<file path="src/rtl/eeprom_i2c_pkg.sv">
package eeprom_i2c_pkg;

  // Bus operations making up a transfer, stepped one after another.
  typedef enum logic [2:0] {
    OP_START,
    OP_TX_DEVW,
    OP_TX_WADR,
    OP_TX_DATA,
    OP_TX_DEVR,
    OP_RX,
    OP_STOP
  } op_e;

  localparam int STEP_W = 3;

  // Register offsets
  localparam int OFF_IEN  = 0;
  localparam int OFF_STAT = 1;
  localparam int OFF_WDAT = 2;
  localparam int OFF_RDAT = 3;
  localparam int OFF_DEVS = 4;
  localparam int OFF_WADR = 5;

  // Operation at a given step of a write (rd=0) or random read (rd=1).
  function automatic op_e seq_op(input logic rd, input logic [STEP_W-1:0] step);
    op_e r;
    case (step)
      3'd0:    r = OP_START;
      3'd1:    r = OP_TX_DEVW;
      3'd2:    r = OP_TX_WADR;
      3'd3:    r = rd ? OP_START : OP_TX_DATA;
      3'd4:    r = rd ? OP_TX_DEVR : OP_STOP;
      3'd5:    r = rd ? OP_RX : OP_STOP;
      default: r = OP_STOP;
    endcase
    return r;
  endfunction

  // Step index of the closing STOP, used when a NAK aborts a transfer.
  function automatic logic [STEP_W-1:0] stop_step(input logic rd);
    return rd ? 3'd6 : 3'd4;
  endfunction

  // Address byte on the wire from the device select register.
  function automatic logic [7:0] addr_byte(input logic [6:0] devsel, input logic rw);
    return {devsel[3:0], devsel[6:4], rw};
  endfunction

endpackage

</file>
<file path="src/rtl/eeprom_i2c_qtick.sv">
module eeprom_i2c_qtick #(
  parameter int QTR_CYCLES = 94
) (
  input  logic clk,
  input  logic rst_n,
  input  logic run,
  output logic tick
);
  localparam int CW = $clog2(QTR_CYCLES + 1);

  logic [CW-1:0] cnt;

  assign tick = run && (cnt == CW'(QTR_CYCLES - 1));

  always_ff @(posedge clk or negedge rst_n) begin
    if (!rst_n)       cnt <= '0;
    else if (!run)    cnt <= '0;
    else if (tick)    cnt <= '0;
    else              cnt <= cnt + CW'(1);
  end
endmodule

</file>
<file path="src/rtl/eeprom_i2c_seq.sv">
module eeprom_i2c_seq
  import eeprom_i2c_pkg::*;
(
  input  logic       clk,
  input  logic       rst_n,
  input  logic       tick,
  input  logic       launch,
  input  logic       launch_rd,
  input  logic [6:0] devsel,
  input  logic [7:0] word_adr,
  input  logic [7:0] wr_byte,
  input  logic       sda_in,
  output logic       busy,
  output logic       scl_low,
  output logic       sda_low,
  output logic       done,
  output logic       done_nak,
  output logic [7:0] rx_byte,
  output op_e        cur_op
);
  logic              rd_q;
  logic [STEP_W-1:0] step;
  logic [1:0]        ph;
  logic [3:0]        bitn;
  logic              nak_q;
  logic [7:0]        tx_byte;
  logic              last_bit;

  assign cur_op   = seq_op(rd_q, step);
  assign last_bit = (bitn == 4'd8);

  always_comb begin
    case (cur_op)
      OP_TX_DEVW: tx_byte = addr_byte(devsel, 1'b0);
      OP_TX_DEVR: tx_byte = addr_byte(devsel, 1'b1);
      OP_TX_WADR: tx_byte = word_adr;
      default:    tx_byte = wr_byte;
    endcase
  end

  always_ff @(posedge clk or negedge rst_n) begin
    if (!rst_n) begin
      busy     <= 1'b0;
      rd_q     <= 1'b0;
      step     <= '0;
      ph       <= '0;
      bitn     <= '0;
      nak_q    <= 1'b0;
      scl_low  <= 1'b0;
      sda_low  <= 1'b0;
      done     <= 1'b0;
      done_nak <= 1'b0;
      rx_byte  <= '0;
    end else begin
      done <= 1'b0;
      if (!busy) begin
        if (launch) begin
          busy  <= 1'b1;
          rd_q  <= launch_rd;
          step  <= '0;
          ph    <= '0;
          bitn  <= '0;
          nak_q <= 1'b0;
        end
      end else if (tick) begin
        ph <= ph + 2'd1;
        case (cur_op)
          OP_START: begin
            case (ph)
              2'd0:    sda_low <= 1'b0;
              2'd1:    scl_low <= 1'b0;
              2'd2:    sda_low <= 1'b1;
              default: begin
                scl_low <= 1'b1;
                step    <= step + 3'd1;
              end
            endcase
          end
          OP_STOP: begin
            case (ph)
              2'd0:    sda_low <= 1'b1;
              2'd1:    scl_low <= 1'b0;
              2'd2:    sda_low <= 1'b0;
              default: begin
                busy     <= 1'b0;
                done     <= 1'b1;
                done_nak <= nak_q;
              end
            endcase
          end
          OP_RX: begin
            case (ph)
              2'd0:    sda_low <= 1'b0;
              2'd1:    scl_low <= 1'b0;
              2'd2:    if (!last_bit) rx_byte <= {rx_byte[6:0], sda_in};
              default: begin
                scl_low <= 1'b1;
                if (last_bit) begin
                  bitn <= '0;
                  step <= step + 3'd1;
                end else begin
                  bitn <= bitn + 4'd1;
                end
              end
            endcase
          end
          default: begin
            case (ph)
              2'd0:    sda_low <= last_bit ? 1'b0 : ~tx_byte[3'd7 - bitn[2:0]];
              2'd1:    scl_low <= 1'b0;
              2'd2:    if (last_bit && sda_in) nak_q <= 1'b1;
              default: begin
                scl_low <= 1'b1;
                if (last_bit) begin
                  bitn <= '0;
                  step <= nak_q ? stop_step(rd_q) : step + 3'd1;
                end else begin
                  bitn <= bitn + 4'd1;
                end
              end
            endcase
          end
        endcase
      end
    end
  end
endmodule

</file>
<file path="src/rtl/eeprom_i2c_regs.sv">
module eeprom_i2c_regs
  import eeprom_i2c_pkg::*;
#(
  parameter int ADDR_W = 3
) (
  input  logic              clk,
  input  logic              rst_n,
  input  logic              we,
  input  logic [ADDR_W-1:0] addr,
  input  logic [7:0]        wdata,
  output logic [7:0]        rdata,
  input  logic              busy,
  input  logic              done,
  input  logic              done_nak,
  input  logic [7:0]        rx_byte,
  output logic              launch,
  output logic              kind_rd,
  output logic [6:0]        devsel,
  output logic [7:0]        word_adr,
  output logic [7:0]        wr_byte,
  output logic              go_wr,
  output logic              go_rd,
  output logic              f_wdone,
  output logic              f_rdone,
  output logic              f_nak,
  output logic              irq
);
  logic [7:0] ien;
  logic [7:0] rd_byte;
  logic       engaged;

  assign engaged = busy | go_wr | go_rd;
  assign irq     = ien[7] & ((ien[1] & f_rdone) | (ien[0] & f_wdone));

  always_comb begin
    case (addr)
      ADDR_W'(OFF_IEN):  rdata = ien;
      ADDR_W'(OFF_STAT): rdata = {f_nak, 3'b000, go_rd, f_rdone, go_wr, f_wdone};
      ADDR_W'(OFF_WDAT): rdata = wr_byte;
      ADDR_W'(OFF_RDAT): rdata = rd_byte;
      ADDR_W'(OFF_DEVS): rdata = {1'b0, devsel};
      ADDR_W'(OFF_WADR): rdata = word_adr;
      default:           rdata = '0;
    endcase
  end

  always_ff @(posedge clk or negedge rst_n) begin
    if (!rst_n) begin
      ien      <= '0;
      rd_byte  <= '0;
      devsel   <= '0;
      word_adr <= '0;
      wr_byte  <= '0;
      go_wr    <= 1'b0;
      go_rd    <= 1'b0;
      f_wdone  <= 1'b0;
      f_rdone  <= 1'b0;
      f_nak    <= 1'b0;
      launch   <= 1'b0;
      kind_rd  <= 1'b0;
    end else begin
      launch <= 1'b0;
      if (we) begin
        case (addr)
          ADDR_W'(OFF_IEN):  ien <= wdata & 8'h83;
          ADDR_W'(OFF_WDAT): wr_byte <= wdata;
          ADDR_W'(OFF_DEVS): devsel <= wdata[6:0];
          ADDR_W'(OFF_WADR): word_adr <= wdata;
          ADDR_W'(OFF_STAT): begin
            if (wdata[0]) f_wdone <= 1'b0;
            if (wdata[2]) f_rdone <= 1'b0;
            if (wdata[7]) f_nak   <= 1'b0;
            if (!engaged) begin
              if (wdata[1]) begin
                go_wr   <= 1'b1;
                launch  <= 1'b1;
                kind_rd <= 1'b0;
              end else if (wdata[3]) begin
                go_rd   <= 1'b1;
                launch  <= 1'b1;
                kind_rd <= 1'b1;
              end
            end
          end
          default: ;
        endcase
      end
      // completion has priority over a same-cycle clear
      if (done) begin
        go_wr <= 1'b0;
        go_rd <= 1'b0;
        if (kind_rd) f_rdone <= 1'b1;
        else         f_wdone <= 1'b1;
        if (done_nak)     f_nak   <= 1'b1;
        else if (kind_rd) rd_byte <= rx_byte;
      end
    end
  end
endmodule

</file>
<file path="src/rtl/eeprom_i2c_master.sv">
module eeprom_i2c_master
  import eeprom_i2c_pkg::*;
#(
  parameter int QTR_CYCLES = 94,
  parameter int ADDR_W     = 3
) (
  input  logic              clk,
  input  logic              rst_n,
  input  logic              reg_we,
  input  logic [ADDR_W-1:0] reg_addr,
  input  logic [7:0]        reg_wdata,
  output logic [7:0]        reg_rdata,
  output logic              irq,
  output logic              scl_pull,
  output logic              sda_pull,
  input  logic              sda_in
);
  logic       busy, qtick, launch, kind_rd;
  logic       seq_done, seq_nak;
  logic [6:0] devsel;
  logic [7:0] word_adr, wr_byte, rx_byte;
  logic       go_wr, go_rd, f_wdone, f_rdone, f_nak;
  op_e        cur_op;

  eeprom_i2c_qtick #(.QTR_CYCLES(QTR_CYCLES)) u_qtick (
    .clk(clk), .rst_n(rst_n), .run(busy), .tick(qtick)
  );

  eeprom_i2c_regs #(.ADDR_W(ADDR_W)) u_regs (
    .clk(clk), .rst_n(rst_n), .we(reg_we), .addr(reg_addr), .wdata(reg_wdata),
    .rdata(reg_rdata), .busy(busy), .done(seq_done), .done_nak(seq_nak),
    .rx_byte(rx_byte), .launch(launch), .kind_rd(kind_rd), .devsel(devsel),
    .word_adr(word_adr), .wr_byte(wr_byte), .go_wr(go_wr), .go_rd(go_rd),
    .f_wdone(f_wdone), .f_rdone(f_rdone), .f_nak(f_nak), .irq(irq)
  );

  eeprom_i2c_seq u_seq (
    .clk(clk), .rst_n(rst_n), .tick(qtick), .launch(launch), .launch_rd(kind_rd),
    .devsel(devsel), .word_adr(word_adr), .wr_byte(wr_byte), .sda_in(sda_in),
    .busy(busy), .scl_low(scl_pull), .sda_low(sda_pull), .done(seq_done),
    .done_nak(seq_nak), .rx_byte(rx_byte), .cur_op(cur_op)
  );
endmodule

</file>
<file path="config.mk">
export PLATFORM = sky130hd
export DESIGN_NAME = eeprom_i2c_master
export DESIGN_NICKNAME = d
export VERILOG_FILES = /design/src/rtl/eeprom_i2c_pkg.sv /design/src/rtl/eeprom_i2c_qtick.sv /design/src/rtl/eeprom_i2c_seq.sv /design/src/rtl/eeprom_i2c_regs.sv /design/src/rtl/eeprom_i2c_master.sv
export SDC_FILE = /design/constraint.sdc
export NUM_CORES = 1
export LEC_CHECK = 0
export BUFFER_PORTS_ARGS = -buffer_cell sky130_fd_sc_hd__buf_2
export CORE_UTILIZATION = 25
export DETAILED_ROUTE_END_ITERATION = 10
export PLACE_DENSITY = 0.46
export SYNTH_ARGS = -nofsm -noshare
export SYNTH_HDL_FRONTEND = slang
export SYNTH_SLANG_ARGS = --single-unit
</file>
<file path="constraint.sdc">
create_clock -name clk -period 7.8 [get_ports clk]
set_clock_uncertainty 0.2 [all_clocks]
set_input_delay 1.95 -clock clk [delete_from_list [all_inputs] [get_ports clk]]
set_output_delay 1.95 -clock clk [all_outputs]
set_load 0.01 [all_outputs]
</file>
# --- After elaboration in Yosys (flattened, before gate mapping) ---
# Index checks and enable logic that the tools add are counted.
classes:
  eq_ne: 35
  mux: 86
  bitwise_logic: 12
  reduce_logical: 34
  magnitude_cmp: 1
  n_addsub: 5
op_table:
  columns: ["cell", "n"]
  rows:
  - ["1-bit 2-to-1 mux", 53]
  - ["8-bit case mux with 6 select lines", 1]
  - ["3-bit 2-to-1 mux", 9]
  - ["4-bit 2-to-1 mux", 6]
  - ["8-bit case mux with 3 select lines", 1]
  - ["3-bit equality test (second input constant)", 7]
  - ["4-bit AND reduction", 5]
  - ["3-bit case mux with 6 select lines", 1]
  - ["3-bit by 2-bit equality test with 1-bit output (second input constant)", 5]
  - ["5-bit AND reduction", 3]
  - ["2-bit 2-to-1 mux", 7]
  - ["7-bit 2-to-1 mux", 2]
  - ["2-bit != test (second input constant)", 7]
  - ["2-bit AND reduction", 6]
  - ["6-bit AND reduction", 2]
  - ["2-bit nonzero test", 6]
  - ["2-bit by 1-bit != test with 1-bit output (second input constant)", 5]
  - ["3-bit by 1-bit equality test with 1-bit output (second input constant)", 3]
  - ["3-bit zero test", 3]
  - ["3-bit case mux with 3 select lines", 1]
  - ["7-bit by 1-bit adder with 7-bit output (second input constant)", 1]
  - ["7-bit equality test (second input constant)", 1]
  - ["3-bit by 1-bit != test with 1-bit output (second input constant)", 2]
  - ["3-bit != test (second input constant)", 2]
  - ["20 further kinds", 34]
totals:
  reg_bits: 72

# --- Longest topological paths before layout ---
logic_depth:
  ltp_word: 10
  ltp_mapped: 10

# --- Cells and area by module ---
# Synthesis repeated with hierarchy kept, for this count alone.
hier_totals:
  hier_cells: 374
  hier_area_um2: 4120.2
modules_own_cells:
  columns: ["mod", "area_per_inst_um2", "cells_per_inst", "n_inst", "seq_area_each_um2"]
  rows:
  - ["eeprom_i2c_regs", 2055.7, 152, 1, 1026.0]
  - ["eeprom_i2c_seq", 1702.9, 184, 1, 600.6]
  - ["eeprom_i2c_qtick", 361.6, 38, 1, 175.2]

# --- Worst setup path after synthesis ---
# No wires, ideal clock.
synth_timing:
  path_kind: "input to output"
  start: "input port reg_addr[0]"
  end: "output port reg_rdata[6]"
  t_arrival_ns: 2.986
  path_slack_ns: 2.664
  required_ns: 5.650
  path_stages: 4
  cell_sequence: "clkbuf_1 -> buf_1 -> mux2i_1 -> o21ai_0"
synth_between:
  elab_chain_cells: 2
  word_cells_on_any_way: 7
  cone_classes: "5 x eq/ne; 1 x mux; 1 x reduce/logical"
synth_rtl:
  columns: ["element", "line", "source"]
  rows:
  - ["start, declared", "eeprom_i2c_master.sv:10", "input logic [ADDR_W-1:0] reg_addr,"]
  - ["3-bit equality test (tied with other cells)", "eeprom_i2c_regs.sv:36", "case (addr)"]
  - ["8-bit case mux with 6 select lines (*)", "eeprom_i2c_regs.sv:36", null]
  - ["end, declared", "eeprom_i2c_master.sv:12", "output logic [7:0] reg_rdata,"]
# Mark *: on every way between the ends. The rest lies on a longest branch, timed or not.

# --- Final worst setup path ---
layout_timing:
  start: "input port reg_addr[0]"
  end: "output port reg_rdata[7]"
# Same word-level chain as after synthesis.

==> out/results.ini <==
[synthesis]
yosysUniqueCellTypes=55
synth_area_leaders=dfrtp_1 (46%), mux2_2 (11%), ha_1 (4.1%)
yosys.area_share.simple_pct=14.6
synth_compound_area_share_pct=17.5
async_reset_ff_share_pct=100
synth.net_count=403
synthMuxAreaShare_pct=13.6
synth_top_family_by_area=compound AO/OA/AOI/OAI gates
synthCells=375
ys.warnings.count=0
synthFlopType=dfrtp_1
synth_top_area_share_pct=46.0
synth-xor-area-share_pct=1.12
post-synth-top-count-cell=dfrtp_1
synth-edff-count=0
synth-adder-area-share_pct=4.15
synth.avg_cell_area_um2=10.5
synth_area_um2=3920
ys_seq_area_share_pct=46.0
synthTopCellsByCount=dfrtp_1 (72), mux2_2 (40), nand2_1 (36), o21ai_0 (25), nor2_1 (22)
synth_area_leader_cell=dfrtp_1
synth-seq-cells=72

[worst_setup_path]
crit_top_cell=buf_2
setup.worst_path.end_class=output pin
cp_max_fo=21
arrival_ns=3.14
ff2ff_path_depth=7
cp_cell_sequence=buf_2, mux4_2, inv_1, o21ai_0, buf_2
required_ns=5.65
crit_type=input pin to output pin
cp_slowest_cell=mux4_2
critPathMaxStageDelay_ns=0.56
start_kind=input pin

[clock_network]
clk_pin_slew_ns=0.07
cts_inserted_buffers=9
cts_tree=yes
cts_root_buf=clkbuf_16
clkLatencyLatePin_ns=0.35
clock_path_buffers=2
postCtsSetupBuffers=0
ctsHoldBuffers=0
cts.sinks=72
cts_resized=0
htreeDepth=3

[power]
p_leak_uw=0.00198
irDropWorstVdd_v=0.000114
power_uw=1010
p_per_area_nw_per_um2=221

[hold_path]
whs_path_depth=1
hold_path.class=register to register

[timing]
rsz0062_at_grt=false
setup_viol=0
hold_violations=0
final.min_clock_period_ns=5.29
slew_violations=0
worst_pin_slew_ns=0.928
setup_tns_ns=0
slew_headroom_pct=38.1
finalCritPeriodShare_pct=67.8
max_freq_mhz=189

[place]
port_buffers=25
place_hpwl_um=7400
gp_congestion=0.809

[routing]
antenna_left=0
vias=2956
wl_per_cell_um=16.3
drc=0
vias_per_cell=4.81
dr.pass1.iters=4
drtIter0Drc=187
routed_wl_um=10000

[flow_run]
drv_cap=0

[global_routing]
grt_pass1_wl_um=16700
grt.total_usage_pct=13.7
antenna_found_initial=0
grt_pass1_vias=2971
grt_max_degree=73
overflow=0

[finish]
final_nets=427
post-route-util_pct=29.8
drive_above_1_share_pct=23.3
area_growth_pct=16.1
n_antenna_cell=0
fill_cells=1592

[die]
start_util_pct=25.7
rows=45
die_h_um=127
die_w_um=127
io_pins=26
coreArea_um2=15300
die-area_um2=16200

[status]
status=finished clean

[critical path: cells and delay by family]
kind	cells	cell delay, ns
mux	1	0.56
buf+inv	3	0.56
compound gates	1	0.06
[cells by family (layout without fill, tap and decap cells)]
group	Yosys count	in the layout
compound gates	93	93
xor+xnor	5	5
fa+ha+maj	13	13
buf+inv	31	60
flops	72	72
mux	47	47
simple gates	114	114
[stage by stage]
step,worst slack (ns),instances,hold WS [ns],area (um2)
6_report,2.51,615,0.313,4550
5_1_grt,2.43,615,0.345,4550
4_1_cts,2.52,615,0.316,4550
3_5_place_dp,2.52,599,0.301,4260
3_3_place_gp,2.56,599,0.285,4260
2_1_floorplan,2.66,375,0.261,3920
[area by class of cell]
| cell class | count | area, um2 | area share [%] |
|---|---|---|---|
| flip-flops and latches | 72 | 1800 | 39.6 |
| inverters | 19 | 73.8 | 1.62 |
| clock inverters | 7 | 60.1 | 1.32 |
| clock buffers | 9 | 225 | 4.95 |
| multi-input cells | 272 | 2000 | 43.9 |
| repair buffers | 25 | 128 | 2.81 |
| well taps | 211 | 264 | 5.80 |
[power breakdown]
group          switching, uW  internal [uW]
clock                    180            221
combinational           64.8           56.8
sequential              63.0            420
total                    308            698
[placed cells by master (no fill, tap or decap), types with 2 or more instances in the layout]
master,instances
nand4_1,2
o31ai_1,4
inv_6,4
o22ai_1,3
clkbuf_16,9
o41ai_1,5
a221o_1,2
ha_1,13
nor3_1,5
clkinv_4,2
a211oi_2,2
o31a_1,3
nand2b_1,5
mux2i_1,6
a31oi_1,3
a22oi_1,7
nand3_1,12
o32ai_1,2
nand2_1,36
nor3b_1,3
a41oi_1,4
dfrtp_1,72
o21ai_0,25
nor2_1,22
and3_1,5
o21a_1,3
a22o_1,3
o221ai_1,3
a21oi_1,14
a221oi_1,3
or2_2,4
nor2b_1,9
and3b_1,2
inv_1,18
mux2_2,40
buf_2,24
xor2_1,4
[registers in the layout, indices dropped and copies added (netlist names), 2 cells and up]
name and cells:
u_seq.bitn 4, u_seq.ph 2, u_seq.rx_byte 8, u_regs.word_adr 8, u_regs.rd_byte 8, u_regs.devsel 7
u_regs.wr_byte 8, u_regs.ien 3, u_seq.step 3, u_qtick.cnt 7
[path summary, 6_finish.rpt]
check                                              from                           end  slack [ns]
setup reg to reg              u_seq.step[1]$_DFFE_PN0P_  u_seq.rx_byte[1]$_DFFE_PN0P_        4.87
hold reg to reg            u_seq.rx_byte[7]$_DFFE_PN0P_  u_seq.rx_byte[7]$_DFFE_PN0P_        0.31
hold / removal             u_seq.rx_byte[7]$_DFFE_PN0P_  u_seq.rx_byte[7]$_DFFE_PN0P_        0.31
min in group asynchronous                         rst_n  u_regs.devsel[6]$_DFFE_PN0P_        1.54
max in group asynchronous                         rst_n      u_regs.go_wr$_DFFE_PN0P_        5.27
setup / recovery                            reg_addr[0]                  reg_rdata[7]        2.51
[per-layer routing]
| metal | track usage [%] | part of all wire (%) | vias to the layer above |
|---|---|---|---|
| li1 | - | - | 1429 |
| met1 | 18.5 | 48 | 1457 |
| met2 | 20.7 | 45 | 56 |
| met4 | 6.37 | 2.3 | 0 |
| met3 | 3.27 | 4.0 | 14 |
| met5 | 0 | 0 | - |
Power figures use the tool's default switching activity.
